**config.mk**
```make
export PLATFORM = sky130hd
export DESIGN_NAME = dtc_fault_prio
export DESIGN_NICKNAME = d
export VERILOG_FILES = /design/src/rtl/dtc_pkg.sv /design/src/rtl/dtc_fault_prio.sv
export SDC_FILE = /design/constraint.sdc
export NUM_CORES = 1
export LEC_CHECK = 0
export ABC_AREA = 1
export CAP_MARGIN = 10
export CORE_AREA = 2 2 39 41
export DETAILED_ROUTE_END_ITERATION = 6
export DIE_AREA = 0 0 41 43
export GPL_ROUTABILITY_DRIVEN = 1
export PLACE_DENSITY_LB_ADDON = 0.2
export SYNTH_ARGS = -nofsm -noshare
export SYNTH_HDL_FRONTEND = slang
export SYNTH_SLANG_ARGS = --single-unit
```
**constraint.sdc**
```tcl
create_clock -name vclk -period 0.8
set_input_delay 0.12 -clock vclk [all_inputs]
set_output_delay 0.12 -clock vclk [all_outputs]
set_load 0.05 [all_outputs]
```
**src/rtl/dtc_pkg.sv**
```systemverilog
package dtc_pkg;
  typedef enum logic [2:0] {
    FLT_NONE     = 3'd0,
    FLT_ALIGN    = 3'd1,
    FLT_ACV      = 3'd2,
    FLT_PAGE     = 3'd3,
    FLT_MISS     = 3'd4,
    FLT_MISS_PTE = 3'd5,
    FLT_MCHK     = 3'd6
  } dtc_fault_e;

  typedef struct packed {
    logic miss;    // bit 5
    logic bad_va;  // bit 4
    logic fonw;    // bit 3
    logic fonr;    // bit 2
    logic acv;     // bit 1
    logic wr;      // bit 0
  } dtc_stat_t;

  localparam int DIRECT_W   = 40;  // direct-map address width, bit 40 extends upward
  localparam int UNC_LO_BIT = 39;
  localparam int UNC_HI_BIT = 43;
  localparam int CLR_LO_BIT = 35;
  localparam int CLR_HI_BIT = 42;
endpackage

```
**src/rtl/dtc_fault_prio.sv**
```systemverilog
module dtc_fault_prio
  import dtc_pkg::*;
(
  input  logic       misaligned,
  input  logic       phys,
  input  logic       bad_va,
  input  logic       superpage,
  input  logic       is_kernel,
  input  logic       hit,
  input  logic       vpte,
  input  logic       write,
  input  logic       rd_ok,
  input  logic       wr_ok,
  input  logic       fonr,
  input  logic       fonw,
  input  logic       range_err,
  output dtc_fault_e fault,
  output dtc_stat_t  stat,
  output logic       use_direct
);
  always_comb begin
    fault      = FLT_NONE;
    stat       = '0;
    use_direct = 1'b0;
    if (misaligned) begin
      fault = FLT_ALIGN;
    end else if (phys) begin
      use_direct = 1'b1;
    end else if (bad_va) begin
      fault       = FLT_PAGE;
      stat.acv    = 1'b1;
      stat.bad_va = 1'b1;
    end else if (superpage) begin
      use_direct = 1'b1;
      if (!is_kernel) begin
        fault    = FLT_ACV;
        stat.acv = 1'b1;
      end
    end else if (!hit) begin
      fault     = vpte ? FLT_MISS_PTE : FLT_MISS;
      stat.miss = 1'b1;
    end else if (write) begin
      if (!wr_ok) begin
        fault     = FLT_ACV;
        stat.acv  = 1'b1;
        stat.fonw = fonw;
      end else if (fonw) begin
        fault     = FLT_PAGE;
        stat.fonw = 1'b1;
      end
    end else begin
      if (!rd_ok) begin
        fault     = FLT_ACV;
        stat.acv  = 1'b1;
        stat.fonr = fonr;
      end else if (fonr) begin
        fault     = FLT_PAGE;
        stat.fonr = 1'b1;
      end
    end
    if (fault == FLT_NONE && !use_direct && range_err)
      fault = FLT_MCHK;
    if (fault != FLT_NONE)
      stat.wr = write;
  end
endmodule

```
==> summary.txt <==
Final Power - 0.539 mW
Count leader, synth - nand2_1
CP delay by family, top - simple AND/OR/NAND/NOR gates
Synth top area cells - nand2_1, nand3_1, inv_1
Most instantiated cells after synthesis - nand2_1, inv_1, nand3_1, nor2_1
Post-Syn Area - 221 um2
Most common cell type on the critical path - nand2_2
Drt wl/cell - 10.7 um
Final min period - 1.18 ns
Setup ws final - -0.377 ns
Relative slew slack - 83.9%
Clk_buf instances - 0
Status - finished with violations
Boundary Pins - 23
Setup Viol. Count Final - 9
Cell taking the most area after synthesis - nand2_1
Syn_area_per_cell - 4.61 um2
Hold Path Depth - 4
Tcrit/Tclk final - 147%
WL final - 1120 um
Core area - 1380 um2
Vias in the first global route - 432
Worst hold endpoint - stat[4]
Via count - 466
Drt pass-1 iters - 4
Max-Cap Viols - 0
Synth top area share - 18.6%
Area grow syn2layout - 276%
GRT Total Usage - 12.6%
Syn nets - 61
Fin. max-slew vios - 0
GRT overflow - 0
Crit path from - vpte
WP data arrival - 1.06 ns
Initial antenna violation count - 0
FF+latch area - 0 um2
Die height - 43 um
PwrDens - 646 nW/um2
Antenna-violating nets left - 0
First-pass GRT wire length - 1630 um
Worst Path Required - 0.68 ns
CP Max Fanout - 2
Min-delay worst type - input port to output pin
Hold WS - 0.577 ns
Cell Rows - 14
FMAX - 850 MHz
Share of cells above drive strength 1 - 74.2%
Crit start category - input port
Netlist cell types - 13
Worst path cell trace - clkdlybuf4s15_1 -> nor2_4 -> nor2_1 -> nand2_1 -> nand2_1 -> nand2_2 -> inv_4 -> nor2_4 -> nand2_2 -> nand2_2 -> buf_12
Largest net degree at the start of global routing - 6
Setup TNS - -2.74 ns
Failing checks - negative setup slack
Actual slew at the worst max-slew pin - 0.241 ns
Drc violations - 0
Vias/cell - 4.44
FFs & Latches - 0
# port buffers - 23
Initial DRC count - 1
Die area - 1760 um2
Initial core utilization - 16.0%
Sequential fraction of the synthesis area - 0%
Leakage power - 0.402 nW
Fin nets - 104
CP Capture Type - output pin
CP peak stage delay - 0.21 ns
WS Path Type - input port to output pin
Hpwl dp - 780 um
Final Hold Fails - 0
Post-Syn Instances - 48
Gpl congestion - 0.710
Crit path max-delay cell type - clkdlybuf4s15_1
DIE WIDTH - 41 um
Unrepaired setup endpoints after global routing - yes
Hold wc startpoint - bad_va
WP buf/inv - 3
Synth warn - 0
Number of diodes - 0
Peak supply drop - 0.308 mV
power by group:
part	internal, mW	total, mW	switching [mW]
registers	0	0	0
logic	0.271	0.539	0.267
clock network	0	0	0
how the worst max path moves through the flow:
stage	cells after the start	slack [ns]	end
final	11	-0.38	fault[1]
after global routing	11	-0.45	fault[1]
after CTS	12	-0.38	fault[1]
after detailed placement	12	-0.79	fault[1]
after global placement	8	-0.81	fault[2]
after floorplan	7	-0.27	stat[0]
layout by cell type (no fill, tap or decap), types with 2 or more instances in the layout:
master	Yosys	final
buf_12	0	10
clkdlybuf4s15_1	0	2
inv_4	0	3
nand4_1	2	2
nand3_2	1	4
nand3_1	8	5
nor3_4	0	2
nor2_1	8	3
buf_4	0	12
nand2_1	11	6
inv_1	9	4
buf_8	0	2
nor2_2	1	2
nor2_4	1	5
inv_2	2	4
buf_6	0	10
nand2_2	1	5
buf_2	0	4
layer usage:
layer | routed length (um) | vias to the layer above | GRT usage [%]
met2 | 613 | 20 | 21.9
met5 | 0 | - | 0
met1 | 398 | 207 | 14.6
met3 | 75 | 4 | 2.09
met4 | 34 | 0 | 4.00
li1 | - | 235 | -
timing repair:
item,CTS,global route
gates resized for setup,80,7
hold buffers,0,0
setup buffers,7,0
pin swaps,23,17
endpoints found under the setup margin,10,10
cells by family after synthesis:
group / after synthesis / share of synthesized area (%)
AOI/OAI and AO/OA: 2 / 5.65
buffers and inverters: 11 / 18.6
and+or+nand+nor: 35 / 75.7
area by class of cell:
type / instances / area (um2)
repair buffers: 41 / 482
inverters: 11 / 48.8
well taps: 16 / 20.0
fillers: 122 / 551
multi-input cells: 37 / 283
metrics by stage:
stage	setup WS (ns)	utilization [%]	cell area, um2	cells
floorplan	-0.273	-	258	48
global placement	-0.808	51.5	713	101
detailed placement	-0.792	51.5	713	101
CTS	-0.382	58.7	812	105
global route	-0.445	60.2	833	105
finish	-0.377	60.2	833	105
Note: power is estimated with default switching activity, not from simulation.
